### src/rtl/wt_pkg.sv
package wt_pkg;

  // word count after one level of three-to-two grouping
  function automatic int unsigned next_count(int unsigned n);
    return (n / 3) * 2 + (n % 3);
  endfunction

  // number of levels until two words remain
  function automatic int unsigned depth_of(int unsigned n);
    int unsigned c;
    int unsigned d;
    c = n;
    d = 0;
    while (c > 2) begin
      c = next_count(c);
      d++;
    end
    return d;
  endfunction

  // word count entering level lvl
  function automatic int unsigned count_at(int unsigned n, int unsigned lvl);
    int unsigned c;
    c = n;
    for (int unsigned i = 0; i < lvl; i++) c = next_count(c);
    return c;
  endfunction

  // word offset of level lvl inside the flattened net bus
  function automatic int unsigned base_of(int unsigned n, int unsigned lvl);
    int unsigned b;
    b = 0;
    for (int unsigned i = 0; i < lvl; i++) b += count_at(n, i);
    return b;
  endfunction

endpackage

### src/rtl/wt_full_adder.sv
module wt_full_adder (
  input  logic a_i,
  input  logic b_i,
  input  logic c_i,
  output logic s_o,
  output logic co_o
);
  logic half;
  assign half = a_i ^ b_i;
  assign s_o  = half ^ c_i;
  assign co_o = (a_i & b_i) | (c_i & half);
endmodule

### src/rtl/wt_csa_row.sv
module wt_csa_row #(
  parameter int unsigned W = 48
) (
  input  logic [W-1:0] a_i,
  input  logic [W-1:0] b_i,
  input  logic [W-1:0] c_i,
  output logic [W-1:0] sum_o,
  output logic [W-1:0] carry_o
);
  logic [W-2:0] cy;

  for (genvar b = 0; b < W; b++) begin : g_bit
    if (b == W - 1) begin : g_top
      // carry out of the top bit would leave the word: sum only
      assign sum_o[b] = a_i[b] ^ b_i[b] ^ c_i[b];
    end else begin : g_fa
      wt_full_adder u_fa (
        .a_i  (a_i[b]),
        .b_i  (b_i[b]),
        .c_i  (c_i[b]),
        .s_o  (sum_o[b]),
        .co_o (cy[b])
      );
    end
  end

  assign carry_o = {cy, 1'b0};
endmodule

### src/rtl/wt_csa_level.sv
module wt_csa_level #(
  parameter int unsigned N_IN = 20,
  parameter int unsigned W    = 48,
  localparam int unsigned N_OUT = wt_pkg::next_count(N_IN)
) (
  input  logic [N_IN-1:0][W-1:0]  ops_i,
  output logic [N_OUT-1:0][W-1:0] ops_o
);
  localparam int unsigned GROUPS = N_IN / 3;
  localparam int unsigned LEFT   = N_IN % 3;

  for (genvar g = 0; g < GROUPS; g++) begin : g_grp
    wt_csa_row #(.W(W)) u_row (
      .a_i     (ops_i[3*g]),
      .b_i     (ops_i[3*g+1]),
      .c_i     (ops_i[3*g+2]),
      .sum_o   (ops_o[2*g]),
      .carry_o (ops_o[2*g+1])
    );
  end

  for (genvar j = 0; j < LEFT; j++) begin : g_pass
    assign ops_o[2*GROUPS+j] = ops_i[3*GROUPS+j];
  end
endmodule

### src/rtl/wt_csa_tree.sv
module wt_csa_tree #(
  parameter int unsigned N_OPS = 20,
  parameter int unsigned W     = 48
) (
  input  logic [N_OPS-1:0][W-1:0] summands_i,
  output logic [W-1:0]            sum_vec_o,
  output logic [W-1:0]            carry_vec_o,
  output logic [W-1:0]            total_o
);
  import wt_pkg::*;

  localparam int unsigned LEVELS    = depth_of(N_OPS);
  localparam int unsigned FINAL_OFS = base_of(N_OPS, LEVELS);
  localparam int unsigned TOTAL_OPS = FINAL_OFS + 2;

  // every level's words laid end to end, level 0 first
  logic [TOTAL_OPS*W-1:0] net;

  assign net[N_OPS*W-1:0] = summands_i;

  for (genvar l = 0; l < LEVELS; l++) begin : g_lvl
    localparam int unsigned NI  = count_at(N_OPS, l);
    localparam int unsigned NO  = count_at(N_OPS, l + 1);
    localparam int unsigned IOF = base_of(N_OPS, l);
    localparam int unsigned OOF = base_of(N_OPS, l + 1);
    wt_csa_level #(.N_IN(NI), .W(W)) u_level (
      .ops_i (net[IOF*W +: NI*W]),
      .ops_o (net[OOF*W +: NO*W])
    );
  end

  assign sum_vec_o   = net[FINAL_OFS*W +: W];
  assign carry_vec_o = net[(FINAL_OFS+1)*W +: W];
  assign total_o     = sum_vec_o + carry_vec_o;
endmodule

### config.mk
export PLATFORM = sky130hd
export DESIGN_NAME = wt_csa_tree
export DESIGN_NICKNAME = d
export VERILOG_FILES = /design/src/rtl/wt_pkg.sv /design/src/rtl/wt_full_adder.sv /design/src/rtl/wt_csa_row.sv /design/src/rtl/wt_csa_level.sv /design/src/rtl/wt_csa_tree.sv
export SDC_FILE = /design/constraint.sdc
export NUM_CORES = 1
export LEC_CHECK = 0
export ABC_AREA = 1
export ABC_CLOCK_PERIOD_IN_PS = 14650
export BUFFER_PORTS_ARGS = -buffer_cell sky130_fd_sc_hd__clkbuf_2
export CAP_MARGIN = 10
export CORE_AREA = 4 4 429 431
export DETAILED_ROUTE_END_ITERATION = 6
export DIE_AREA = 0 0 433 435
export GPL_TIMING_DRIVEN = 0
export PLACE_DENSITY = 0.3
export SLEW_MARGIN = 20
export SYNTH_ARGS = -nofsm -noshare
export SYNTH_HDL_FRONTEND = slang
export SYNTH_HIERARCHICAL = 1
export SYNTH_SLANG_ARGS = --single-unit
### constraint.sdc
create_clock -name vclk -period 14.65
set_input_delay 1.465 -clock vclk [all_inputs]
set_output_delay 1.465 -clock vclk [all_outputs]
set_load 0.01 [all_outputs]
== After elaboration in Yosys (flattened, before gate mapping) ==
Cells that the tools add are included.
Storage, ports and cells
  flip-flop bits (word level): 0
  input bits: 960
  logic and storage cells: 4206
Operators by class
  add/subtract/negate cells: 1
  bitwise operators: 4205
Operator list (count)
  bitwise XOR 1 bit: 1706
  AND 1 bit: 1670
  bitwise OR 1 bit: 829
  adder 48 bit: 1

== Depth between registers and ports, before layout ==
  depth after elaboration: 22
  gate-level depth with buffers: 39
  gate-level depth less buffers: 39

== Modules after synthesis ==
Netlist, hierarchy kept.
Modules (own cells, without submodules)
  wt_full_adder: times used 846, cells each 1, area each 20.0 um^2, seq. area each 0.0 um^2
  wt_csa_tree: times used 1, cells each 895, area each 4322.9 um^2, seq. area each 0.0 um^2
  wt_csa_level at g_lvl[0].u_level ...: times used 3, cells each 96, area each 720.7 um^2, seq. area each 0.0 um^2
  wt_csa_level at g_lvl[2].u_level ...: times used 3, cells each 48, area each 360.3 um^2, seq. area each 0.0 um^2
  wt_csa_row: times used 18, cells each 11, area each 46.3 um^2, seq. area each 0.0 um^2

== Worst setup path before layout ==
No wires, ideal clock.
  path kind: input-to-output
  start point: input summands_i[1] (netlist name)
  end point: output total_o[46]
  arrival: 6.379 ns
  required time: 13.185 ns
  setup slack: 6.806 ns
  stages on the path: 18
  path through: fa_1 > fa_1 > fa_1 > fa_1 > fa_1 > fa_1 > fa_1 > fa_1 > nand2_1 > nand2_1 > nand3_1 > nand2_1 > nand2_1 > nand2_1 > nand2_1 > nand3_1 > nand2_1 > nand2_1
On the way
  elaborated cells on any way between the ends: 135
  classes of those cells: 1 x add/sub; 134 x bitwise
RTL lines
  from (decl): RTL line wt_csa_tree.sv:5  | input logic [N_OPS-1:0][W-1:0] summands_i,
  bitwise XOR 1 bit: RTL line wt_full_adder.sv:9  | assign half = a_i ^ b_i;
  bitwise XOR 1 bit: RTL line wt_full_adder.sv:10  | assign s_o = half ^ c_i;
  bitwise XOR 1 bit: RTL line wt_full_adder.sv:9
  bitwise XOR 1 bit: RTL line wt_full_adder.sv:10
  named net net[1633]: RTL line wt_csa_tree.sv:17  | logic [TOTAL_OPS*W-1:0] net;
  bitwise XOR 1 bit: RTL line wt_full_adder.sv:9
  bitwise XOR 1 bit: RTL line wt_full_adder.sv:10
  named net net[2113]: RTL line wt_csa_tree.sv:17
  [2 not listed]
  named net net[2449]: RTL line wt_csa_tree.sv:17
  bitwise XOR 1 bit: RTL line wt_full_adder.sv:9
  bitwise XOR 1 bit: RTL line wt_full_adder.sv:10
  named net net[2689]: RTL line wt_csa_tree.sv:17
  bitwise XOR 1 bit: RTL line wt_full_adder.sv:9
  named net net[2881]: RTL line wt_csa_tree.sv:17
  bitwise XOR 1 bit: RTL line wt_full_adder.sv:10
  named net sum_vec_o[1]: RTL line wt_csa_tree.sv:6  | output logic [W-1:0] sum_vec_o,
  adder 48 bit: RTL line wt_csa_tree.sv:34  | assign total_o = sum_vec_o + carry_vec_o;
  to (decl): RTL line wt_csa_tree.sv:8  | output logic [W-1:0] total_o
The timed path passes the listed nets, and every way through them passes these cells.

== Final worst setup path ==
  start point: input summands_i[732] (netlist name)
  end point: output total_o[46]
On the way
  elaborated cells on any way between the ends: 114
  classes of those cells: 1 x add/sub; 113 x bitwise
RTL lines
  bitwise XOR 1 bit: RTL line wt_full_adder.sv:9
  AND 1 bit: RTL line wt_full_adder.sv:11  | assign co_o = (a_i & b_i) | (c_i & half);
  bitwise OR 1 bit (*): RTL line wt_full_adder.sv:11
  named net net[1501]: RTL line wt_csa_tree.sv:17
  bitwise XOR 1 bit (*): RTL line wt_full_adder.sv:10
  named net net[1933]: RTL line wt_csa_tree.sv:17
  bitwise XOR 1 bit: RTL line wt_full_adder.sv:9
  AND 1 bit: RTL line wt_full_adder.sv:11
  [1 not listed]
  named net net[2366]: RTL line wt_csa_tree.sv:17
  [1 not listed]
  named net net[2558]: RTL line wt_csa_tree.sv:17
  [1 not listed]
  named net net[2702]: RTL line wt_csa_tree.sv:17
  bitwise XOR 1 bit (*): RTL line wt_full_adder.sv:9
  bitwise XOR 1 bit (*): RTL line wt_full_adder.sv:10
  named net net[2894]: RTL line wt_csa_tree.sv:17
  bitwise XOR 1 bit: RTL line wt_full_adder.sv:9
  AND 1 bit: RTL line wt_full_adder.sv:11
  bitwise OR 1 bit: RTL line wt_full_adder.sv:11
  adder 48 bit (*): RTL line wt_csa_tree.sv:34
Mark *: on every way through the listed nets, which the timed path passes. The rest lies on a longest branch.

==> reports/results.tsv <==
metric	value	unit
met2 Resource Use GR	26.43	%
Layout clock buffers	0	
Starting Density	14.06	%
Critical Path End	total_o[46]	
CP required	13.19	ns
commonest cells after routing, fill and taps aside	clkbuf_2 (1007), fa_1 (847), nand2_1 (479)	
most common cell after layout, fill and taps aside	clkbuf_2	
Post-Route WL	129500	µm
Setup violations, final	0	
gr busiest metal	met2	
f_max	109.1	MHz
DRC	0	
mapped cell area	25340	µm²
hold crit path type	in -> out	
outcome	complete, no violations	
Seq cells	0	
dpl hpwl	129900	µm
final worst-path cycle share	62.58	%
setup bufs post-CTS	0	
RD Place Congestion	0.9712	
final count of hold timing violations	0	
Crit. End Element	output port	
Final min period	9.168	ns
CP Max Fanout	4	
CORE AREA	180200	µm²
All-Layer GR Usage	13.60	%
gr ovfl total	0	
drt first pass iters	5	
Data arrival, critical path	7.70	ns
Final TNS setup	0	ns
crit path launch	summands_i[732]	
post-synthesis sequential area ratio	0	%
Synthesized Nets	4225	
die height	435	µm
Die W	433	µm
Synth Instances	2371	
Die Footprint	188400	µm²
max cap viols	0	
first-pass GRT wire length	176900	µm
vias per std cell	3.187	
Rel. slew slack	62.89	%
synth warn	6	
layout cells sized above 1	45.59	%
dpl cell area	33340	µm²
largest net degree at the start of global routing	7	
kind of start point of the critical path	input pin	
port buffer count	1007	
vias in the first global route	22180	
drt first-iter violations	597	
Avg WL per Cell	22.48	µm
Final Max Tran Viols	0	
Synth Area per Inst	10.69	µm²
Routed Antenna Nets	0	
initial antenna violation count	42	
Rows	156	
RSZ-0062 raised after global routing	false	
nets@finish	5234	
Setup CP Type	in -> out	
Tightest Pin Transition	0.5527	ns
met3 usage in global routing	3.677	%
storage element area	0	µm²
PostCTS Resize Cnt	0	
Area Growth Syn to Fin	31.74	%
Top Ports	1104	
detailed-route via count	18360	
met1 Resource Use GR	15.05	%
hold_buf cts	0	
post-route cell area	33380	µm²
Synth cell types	25	
[synth_stat cells, drive strengths merged]
cell    count  share of area (%)
a31oi       1              0.025
a21o        1              0.030
xnor2       2              0.069
xor2       24               0.83
conb       18               0.27
nand4       8               0.20
nand3b      1              0.030
nor3        6               0.16
o21bai      5               0.15
ha         47                2.3
a21oi      29               0.60
nor4        2              0.049
nand2     502                7.7
buf       450                 13
nor2       94                2.0
nand3      62                1.4
inv       272                4.0
fa        847                 67
[worst max-delay path, cell delays in order]
cell and delay (ns):
clkbuf_2 0.10, fa_1 0.64, fa_1 0.68, fa_1 0.65
fa_1 0.56, fa_1 0.55, fa_1 0.60, fa_1 0.63
ha_1 0.42, nand2_1 0.16, nor2_1 0.21, nand2_1 0.10
inv_1 0.10, nand2_2 0.08, nor2_2 0.07, nand2_1 0.12
nand3_1 0.11, nand2_1 0.05, nand2_1 0.09, clkbuf_2 0.26
[layout make-up]
cell class / instances / area [µm²]
well taps: 2370 / 2965
inverters: 272 / 1021
repair buffers: 1007 / 5040
fillers: 20180 / 146800
diodes: 14 / 35.03
multi-input cells: 1649 / 20940
plain buffers: 450 / 3378
[worst min-delay path by stage]
stage | start | end | slack (ns) | cells past startpoint
floorplan | summands_i[959] | sum_vec_o[47] | 3.60 | 9
global placement | summands_i[913] | carry_vec_o[2] | 3.78 | 8
detailed placement | summands_i[913] | carry_vec_o[2] | 3.78 | 8
CTS | summands_i[913] | carry_vec_o[2] | 3.78 | 8
global route | summands_i[914] | sum_vec_o[2] | 3.83 | 8
finish | summands_i[959] | sum_vec_o[47] | 3.76 | 10
[stage by stage]
step	utilization [%]	setup WS [ns]	std cells	hold slack, ns
3_3_place_gp	18.51	5.042	5748	3.777
6_report	18.53	5.482	5762	3.763
5_1_grt	18.51	4.944	5752	3.825
4_1_cts	18.51	5.044	5748	3.785
2_1_floorplan	-	6.806	2371	3.597
3_5_place_dp	18.51	5.074	5748	3.777
[routing by layer]
layer	vias to the layer above	routed length [µm]	part of all wire, %
li1	8607	-	-
met1	9074	47100	36
met2	594	71230	55
met3	62	9387	7.2
met4	26	1626	1.3
met5	-	163	0.13
[kinds of logic after synthesis]
kind of cell / share of synthesized area [%]
AO/OA/AOI/OAI: 0.8050
XOR/XNOR: 0.8988
adder cells (fa/ha/maj): 69.25
buffers and inverters: 17.36
other: 0.2667
AND/OR/NAND/NOR: 11.42
Power is left out: the tool's default activity adds up to more than one toggle a clock period on the data nets, which glitch-free logic cannot reach.
